--- src/rtl/smul_pkg.sv ---
package smul_pkg;
  // default operand width of the multiplier
  localparam int SMUL_OP_W = 18;
  // product carries full precision
  localparam int SMUL_PROD_W = 2 * SMUL_OP_W;
endpackage

--- src/rtl/smul_stage.sv ---
// Optional register stage: present (EN != 0) or a plain wire (EN == 0).
module smul_stage #(
  parameter int W  = 18,
  parameter int EN = 1
) (
  input  logic         clk,
  input  logic         rst_n,
  input  logic         ce_i,
  input  logic         srst_i,
  input  logic [W-1:0] d_i,
  output logic [W-1:0] q_o
);
  generate
    if (EN != 0) begin : g_reg
      logic [W-1:0] q_r;
      logic [W-1:0] q_nxt;

      // clear wins over enable
      always_comb begin
        if (srst_i)    q_nxt = '0;
        else if (ce_i) q_nxt = d_i;
        else           q_nxt = q_r;
      end

      always_ff @(posedge clk or negedge rst_n) begin
        if (!rst_n) q_r <= '0;
        else        q_r <= q_nxt;
      end

      assign q_o = q_r;
    end else begin : g_wire
      logic unused_ctl;
      assign unused_ctl = ^{clk, rst_n, ce_i, srst_i};
      assign q_o = d_i;
    end
  endgenerate
endmodule

--- src/rtl/smul_core.sv ---
// Combinational full-precision two's complement product.
module smul_core #(
  parameter int OP_W = 18
) (
  input  logic [OP_W-1:0]   a_i,
  input  logic [OP_W-1:0]   b_i,
  output logic [2*OP_W-1:0] p_o
);
  localparam int PW  = 2 * OP_W;
  localparam int EXT = PW - OP_W;

  logic [PW-1:0] a_x;
  logic [PW-1:0] b_x;

  // sign extension to the product width; the low PW bits of the
  // unsigned product of the extended words are the signed product
  assign a_x = {{EXT{a_i[OP_W-1]}}, a_i};
  assign b_x = {{EXT{b_i[OP_W-1]}}, b_i};
  assign p_o = a_x * b_x;
endmodule

--- src/rtl/umul17_wrap.sv ---
// Unsigned front end: sign bit of each operand held at zero.
module umul17_wrap import smul_pkg::*; #(
  parameter int OP_W     = SMUL_OP_W,
  parameter int USE_AREG = 1,
  parameter int USE_BREG = 1,
  parameter int USE_PREG = 1
) (
  input  logic                clk,
  input  logic                rst_n,
  input  logic                ce_i,
  input  logic                srst_i,
  input  logic [OP_W-2:0]     ua_i,
  input  logic [OP_W-2:0]     ub_i,
  output logic [2*OP_W-3:0]   up_o
);
  localparam int PW = 2 * OP_W;

  logic [PW-1:0] p_full;
  logic          unused_top;

  smul_pipe #(
    .OP_W(OP_W), .USE_AREG(USE_AREG), .USE_BREG(USE_BREG), .USE_PREG(USE_PREG)
  ) u_mul (
    .clk(clk), .rst_n(rst_n),
    .a_i({1'b0, ua_i}), .b_i({1'b0, ub_i}),
    .a_ce(ce_i), .b_ce(ce_i), .p_ce(ce_i),
    .a_srst(srst_i), .b_srst(srst_i), .p_srst(srst_i),
    .p_o(p_full)
  );

  // two non-negative operands: top two product bits are always zero
  assign up_o       = p_full[PW-3:0];
  assign unused_top = ^p_full[PW-1:PW-2];
endmodule

--- src/rtl/smul_pipe.sv ---
module smul_pipe import smul_pkg::*; #(
  parameter int OP_W     = SMUL_OP_W,
  parameter int USE_AREG = 1,
  parameter int USE_BREG = 1,
  parameter int USE_PREG = 1
) (
  input  logic                clk,
  input  logic                rst_n,
  input  logic [OP_W-1:0]     a_i,
  input  logic [OP_W-1:0]     b_i,
  input  logic                a_ce,
  input  logic                b_ce,
  input  logic                p_ce,
  input  logic                a_srst,
  input  logic                b_srst,
  input  logic                p_srst,
  output logic [2*OP_W-1:0]   p_o
);
  localparam int PW = 2 * OP_W;

  logic [OP_W-1:0] a_q;
  logic [OP_W-1:0] b_q;
  logic [PW-1:0]   prod_c;

  smul_stage #(.W(OP_W), .EN(USE_AREG)) u_areg (
    .clk(clk), .rst_n(rst_n), .ce_i(a_ce), .srst_i(a_srst),
    .d_i(a_i), .q_o(a_q)
  );

  smul_stage #(.W(OP_W), .EN(USE_BREG)) u_breg (
    .clk(clk), .rst_n(rst_n), .ce_i(b_ce), .srst_i(b_srst),
    .d_i(b_i), .q_o(b_q)
  );

  smul_core #(.OP_W(OP_W)) u_core (
    .a_i(a_q), .b_i(b_q), .p_o(prod_c)
  );

  smul_stage #(.W(PW), .EN(USE_PREG)) u_preg (
    .clk(clk), .rst_n(rst_n), .ce_i(p_ce), .srst_i(p_srst),
    .d_i(prod_c), .q_o(p_o)
  );
endmodule

--- config.mk ---
export PLATFORM = sky130hd
export DESIGN_NAME = umul17_wrap
export DESIGN_NICKNAME = d
export VERILOG_FILES = /design/src/rtl/smul_pkg.sv /design/src/rtl/smul_stage.sv /design/src/rtl/smul_core.sv /design/src/rtl/umul17_wrap.sv /design/src/rtl/smul_pipe.sv
export SDC_FILE = /design/constraint.sdc
export NUM_CORES = 1
export LEC_CHECK = 0
export BUFFER_PORTS_ARGS = -buffer_cell sky130_fd_sc_hd__buf_2
export CAP_MARGIN = 20
export CORE_MARGIN = 5
export CORE_UTILIZATION = 60
export DETAILED_ROUTE_END_ITERATION = 8
export PLACE_DENSITY = 0.79
export SLEW_MARGIN = 30
export SYNTH_ARGS = -nofsm -noshare
export SYNTH_HDL_FRONTEND = slang
export SYNTH_SLANG_ARGS = --single-unit
export TNS_END_PERCENT = 20
--- constraint.sdc ---
create_clock -name clk -period 13.39 [get_ports clk]
set_input_delay 0.6695 -clock clk [delete_from_list [all_inputs] [get_ports clk]]
set_output_delay 0.6695 -clock clk [all_outputs]
set_load 0.03 [all_outputs]
==> impl_metrics.ini, run 1 <==
[sta]
rsz0062_at_grt = false
finalCritPeriodShare_pct = 48.6
setup_viol = 0
drv_slew = 0
min_period_ns = 6.51
fin_skew_ns = 0.00851
slew_headroom_pct = 38.7
worstMarginPinSlew_ns = 0.919
fin_setup_tns_ns = 0
clock.fmax_mhz = 154
hold_viol = 0

[critical_path]
crit_path_cell_trace = and2_1 > fa_1 > inv_1 > fa_1 > fa_1 > inv_1 > fa_1 > fa_1 > inv_1 > fa_1 > inv_1 > ha_1 > and4_1 > o211ai_1 > o21ai_1 > a31oi_1 > nor4b_2 > mux2i_1 > a211o_1
crit_path_end_kind = flip-flop
start_kind = flip-flop
r2r_setup_slack_ns = 6.88
worstSetupStartpoint = u_mul.u_breg.q_o[3]
timing.rr.start = u_mul.u_breg.q_o[3]
critPathSlowestCell = dfrtp_1
critPathMaxStageDelay_ns = 0.64
worstPathRequired_ns = 13.62
timing.rr.end = u_mul.u_preg.q_o[31]
worst-setup-path-type = reg -> reg
critPathCapture = u_mul.u_preg.q_o[31]
crit_top_cell = fa_1
crit_fanout = 18
r2r_cells = 19
arrival_ns = 6.74

[pwr]
vdd_drop_max_mv = 0.0565
powerDensity_mw_per_mm2 = 58.2
power_leakage_nw = 7.40
power_mw = 0.781

[floorplanning]
die-height_um = 155
die_width_um = 155
initial_core_util_pct = 60.7
dieArea_sq_mm = 0.0241
core_sq_mm = 0.0209
io_pins = 72
rows = 53

[clocking]
clk_pin_slew_ns = 0.06
cts-root-buf = clkbuf_16
cts_buffer_depth = 2
cts.sink_count = 68
h-tree-depth = 3
cts_buffers = 9
holdBufCountCts = 0
cts_resized = 0
clk-insertion-delay-late_ns = 0.35
cts_setup_buffers = 0
cts_tree = done

[synth]
synth_flop_cell = dfrtp_1
synth_area_leaders = fa_1 (36%), dfrtp_1 (13%), ha_1 (12%), inv_1 (9.6%), and2_1 (9.0%)
synth_enable_flop_cells = 0
synth_area_sq_mm = 0.0127
synth_top_area_cell = fa_1
synth.cells.most_frequent = inv_1 (323), fa_1 (225), and2_1 (183)
synth.top_cell.area_share_pct = 35.5
syn_nets = 1783
syn_avg_cell_area_sq_um = 9.03
synth_seq_area_share_pct = 13.4
async_flop_share_pct = 100
yosysWarnings = 0
synth_cells = 1403
synth.most_common_cell = inv_1
ys_ff_latch = 68
ys_types = 54

[final_layout]
multi_input_area_sq_mm = 0.00952
layout.nets = 1807
num_antenna_cells = 0
final_area_sq_mm = 0.0134
layout.area.seq_sq_mm = 0.00170
drive_gt1_share_pct = 6.50
instances_no_fill = 1705
fillers = 1704
syn2layout_area_growth_pct = 5.94

[routing]
drtIter0Drc = 519
drtAntennaViolNets = 0
num_vias = 9490
routed_via_density = 5.57
wirelength_um = 30000
drc = 0
drtPass1Iterations = 5
wire_per_inst_um = 17.6

[outcome]
status = finished, final reports clean

[grt]
grt_pass1_vias = 10278
grt-ovfl-total = 0
antenna_found_initial = 0
grt_max_degree = 69
grt_pass1_wl_um = 50800
grt_usage_pct = 26.4

[place]
gp_congestion = 0.890
hpwl_um = 23700
port_buffers = 71
placedCellCount = 1691
placed_cell_area_sq_mm = 0.0132

[hold_path]
holdCritPathClass = in -> async

[run]
drv_cap = 0
[worst min path at each step]
stage	start	end	slack [ns]	cells after the start
after floorplan	rst_n	u_mul.u_areg.q_o[0]	0.37	0
after global placement	u_mul.u_preg.q_o[23]	u_mul.u_preg.q_o[23]	0.46	2
after detailed placement	u_mul.u_preg.q_o[18]	u_mul.u_preg.q_o[18]	0.46	2
after CTS	u_mul.u_preg.q_o[18]	u_mul.u_preg.q_o[18]	0.48	2
after global routing	rst_n	u_mul.u_preg.q_o[31]	0.51	2
final	rst_n	u_mul.u_preg.q_o[31]	0.43	2
[sequential cells by signal, summed over array words and instances (netlist names)]
register and cells:
u_mul.u_preg.q_o 34, u_mul.u_areg.q_o 17, u_mul.u_breg.q_o 17
[cell families (layout without fill, tap and decap cells)]
kind of cell / Yosys count / count (layout) / synth area share, %
DFF: 68 / 68 / 13.4
and+or+nand+nor: 437 / 437 / 17.4
adders and majority gates: 342 / 342 / 47.1
buffers and inverters: 385 / 412 / 11.5
xor gates and xnor gates: 21 / 21 / 1.45
AOI/OAI and AO/OA: 105 / 105 / 5.63
muxes: 45 / 45 / 3.55
[power breakdown]
| group | leakage (nW) | total (mW) | internal, mW | switching (mW) |
|---|---|---|---|---|
| logic | 6.36 | 0.300 | 0.113 | 0.187 |
| registers | 0.915 | 0.261 | 0.221 | 0.0407 |
| clock network | 0.125 | 0.220 | 0.128 | 0.0917 |
[worst max-delay path, delay by kind of cell, from the launching register on]
family                     cells  cell delay (ns)
and+or+nand+nor                3             1.06
AOI/OAI and AO/OA              4             0.89
buffers and inverters          4             0.21
DFF                            1             0.64
adders and majority gates      7             3.46
muxes                          1             0.14
[per-stage QoR]
stage          hold WS (ns)  utilization, %  setup WS [ns]
4_1_cts               0.477            64.3           6.94
3_5_place_dp          0.465            63.0           6.96
5_1_grt               0.509            64.3           6.55
2_1_floorplan         0.374               -           7.53
3_3_place_gp          0.460            63.0           7.01
6_report              0.428            64.3           6.88
[cell usage in the layout (no fill, tap or decap), types with 2 or more instances in the layout]
cell	n
nand3_1	9
nand2b_1	3
nand4_1	10
buf_4	4
a21o_1	12
buf_2	70
xor2_1	8
o21bai_1	4
and2_1	183
inv_1	323
a31oi_1	6
dfrtp_1	68
a211o_1	5
nand2_1	149
clkbuf_16	9
o211ai_1	3
o221ai_1	2
a21oi_1	24
clkbuf_1	2
o21a_1	3
o21ai_0	19
a22oi_1	2
ha_1	117
xnor2_1	13
mux2i_1	45
a32o_1	2
o31ai_1	5
nor2_1	64
fa_1	225
o21ai_1	2
and4_1	2
nor3_1	7
or3_1	2
and3_1	3
a211oi_1	2
[area by class of cell]
class / instances / share of cell area [%]
clock buffers: 12 / 1.84
clock inverters: 2 / 0.0932
inverters: 323 / 9.03
multi-input cells: 950 / 70.9
flip-flops and latches: 68 / 12.7
well taps: 275 / 2.56
repair buffers: 75 / 2.92
[per-layer routing]
| layer | part of all wire (%) | wire (um) | GRT usage (%) | vias up |
|---|---|---|---|---|
| met5 | 0 | 0 | 0 | - |
| met4 | 4.3 | 1310 | 10.9 | 0 |
| met3 | 5.4 | 1610 | 3.95 | 91 |
| met2 | 51 | 15300 | 45.3 | 337 |
| met1 | 39 | 11800 | 33.7 | 4800 |
| li1 | - | - | - | 4262 |
Note: power is estimated with default switching activity, not from simulation.
==> run 2, diff against run 1 <==
==> constraint.sdc (replaced) <==
create_clock -name clk -period 6 [get_ports clk]
set_input_delay 0.3 -clock clk [delete_from_list [all_inputs] [get_ports clk]]
set_output_delay 0.3 -clock clk [all_outputs]
set_load 0.03 [all_outputs]
==> impl_metrics.ini, run 2 (same netlist as run 1, synthesis figures left out) <==
[outcome]
status = finished, final reports clean

[sta]
worstMarginPinSlew_ns = 0.915
clock.fmax_mhz = 167
drv_slew = 0
hold_viol = 0
finalWorstSetupSlack_ns = 0.0204
min_period_ns = 5.98
setup_viol = 0
slew_headroom_pct = 39.0
finalCritPeriodShare_pct = 99.7
fin_skew_ns = 0.00823

[routing]
drtIter0Drc = 597
drc = 0
routed_via_density = 5.51
wire_per_inst_um = 18.2
num_vias = 9954
wirelength_um = 32800
drtAntennaViolNets = 0
drtPass1Iterations = 5

[clocking]
cts.sink_count = 68
clk_pin_slew_ns = 0.06
holdBufCountCts = 0
cts_buffers = 9
cts-root-buf = clkbuf_16
cts_tree = done
clk-insertion-delay-late_ns = 0.34
h-tree-depth = 3
cts_buffer_depth = 2

[grt]
grt_max_degree = 69
grt_pass1_vias = 10634
grt-ovfl-total = 0
antenna_found_initial = 0
grt_usage_pct = 27.3
grt_pass1_wl_um = 52600

[run]
drv_cap = 0

[final_layout]
num_antenna_cells = 0
layout_commonest_cell = inv_1
utilization_pct = 69.4
syn2layout_area_growth_pct = 14.4
drive_gt1_share_pct = 16.2
final_cell_mix = inv_1 (322), fa_1 (216), and2_1 (179)
final_area_sq_mm = 0.0145
layout.nets = 1906
largest_reg_flops = 34

[floorplanning]
dieArea_sq_mm = 0.0241
io_pins = 72
die-height_um = 155
die_width_um = 155
core_sq_mm = 0.0209
initial_core_util_pct = 60.7
rows = 53

[critical_path]
crit_family = adder cells
critPathSlowestCell = fa_2
worstPathRequired_ns = 6.23
critPathMaxStageDelay_ns = 0.57
path_buf_inv = 6
worst-setup-path-type = reg -> reg
crit_fanout = 7
crit_path_cell_trace = buf_4 > buf_4 > and2_1 > fa_1 > inv_1 > fa_2 > inv_1 > ha_1 > fa_1 > fa_1 > inv_1 > fa_1 > inv_1 > ha_1 > and4_4 > o211ai_1 > o21ai_1 > a31oi_2 > nor4b_2 > mux2i_1 > a211o_1
arrival_ns = 6.21
crit_path_end_kind = flip-flop
start_kind = flip-flop

[pwr]
p_int_mw = 1.17
seqPwrFrac_pct = 28.4
p_clk_share_pct = 27.4
power_leakage_nw = 7.92
switching_share_pct = 39.8
p_comb_share_pct = 44.2
netSwitchingPower_mw = 0.773
powerDensity_mw_per_mm2 = 134
vdd_drop_max_mv = 0.138

[hold_path]
holdCritPathClass = in -> async

[place]
hpwl_um = 25500
port_buffers = 71
post-place-ws_ns = -0.0732
placed_cell_area_sq_mm = 0.0137
gp_congestion = 0.909
[run 2: changes by cell type in the layout (fill, tap and decap cells not counted), sizes merged]
cell and delta:
bufinv +1, clkinv +1, buf +98
[run 2: path summary, 6_finish.rpt]
kind	from	to	slack (ns)	depth (start not counted)
worst max-delay path	u_mul.u_areg.q_o[7]	u_mul.u_preg.q_o[31]	0.02	21
worst min-delay path	rst_n	u_mul.u_preg.q_o[29]	0.08	2
worst max register to register	u_mul.u_areg.q_o[7]	u_mul.u_preg.q_o[31]	0.02	21
worst min register to register	u_mul.u_preg.q_o[28]	u_mul.u_preg.q_o[28]	0.47	2
max in group asynchronous	rst_n	u_mul.u_areg.q_o[6]	5.41	2
min in group clk	ub_i[15]	u_mul.u_breg.q_o[15]	0.20	3
[run 2: timing repair]
item                                    CTS  global route
pin swaps                                 1            43
buffers inserted                          0            31
gates resized for setup                   6            66
endpoints found under the setup margin   11            17
[run 2: power groups by stage]
stage	sequential [mW]	clock (mW)	combinational [mW]
floorplan	0.571	0	0.470
detailed placement	0.559	0	0.781
global placement	0.558	0	0.759
finish	0.551	0.531	0.859
global route	0.556	0.558	0.950
CTS	0.552	0.536	0.788
[run 2: final cells by class]
cell class | instances | area, sq um
Multi-Input combinational cell | 950 | 9690
Fill cell | 1556 | 6400
Sequential cell | 68 | 1730
Timing Repair Buffer | 174 | 1230
Inverter | 323 | 1210
Tap cell | 275 | 344
Clock buffer | 11 | 233
Clock inverter | 4 | 51.3
[run 2: through the flow]
stage               cells  total power [mW]  TNS, ns  hold WS [ns]
finish               1805              1.94        0        0.0759
global route         1805              2.06   -0.650         0.134
CTS                  1774              1.88        0         0.195
detailed placement   1759              1.34   -0.308         0.465
global placement     1759              1.32  -0.0557         0.458
floorplan            1403              1.04        0       0.00441
[run 2: routing by layer]
metal | vias to the layer above | routed length [um] | GRT usage, %
li1 | 4475 | - | -
met2 | 397 | 16600 | 45.2
met3 | 105 | 1880 | 4.34
met5 | - | 0 | 0
met4 | 0 | 1600 | 13.3
met1 | 4977 | 12800 | 35.3
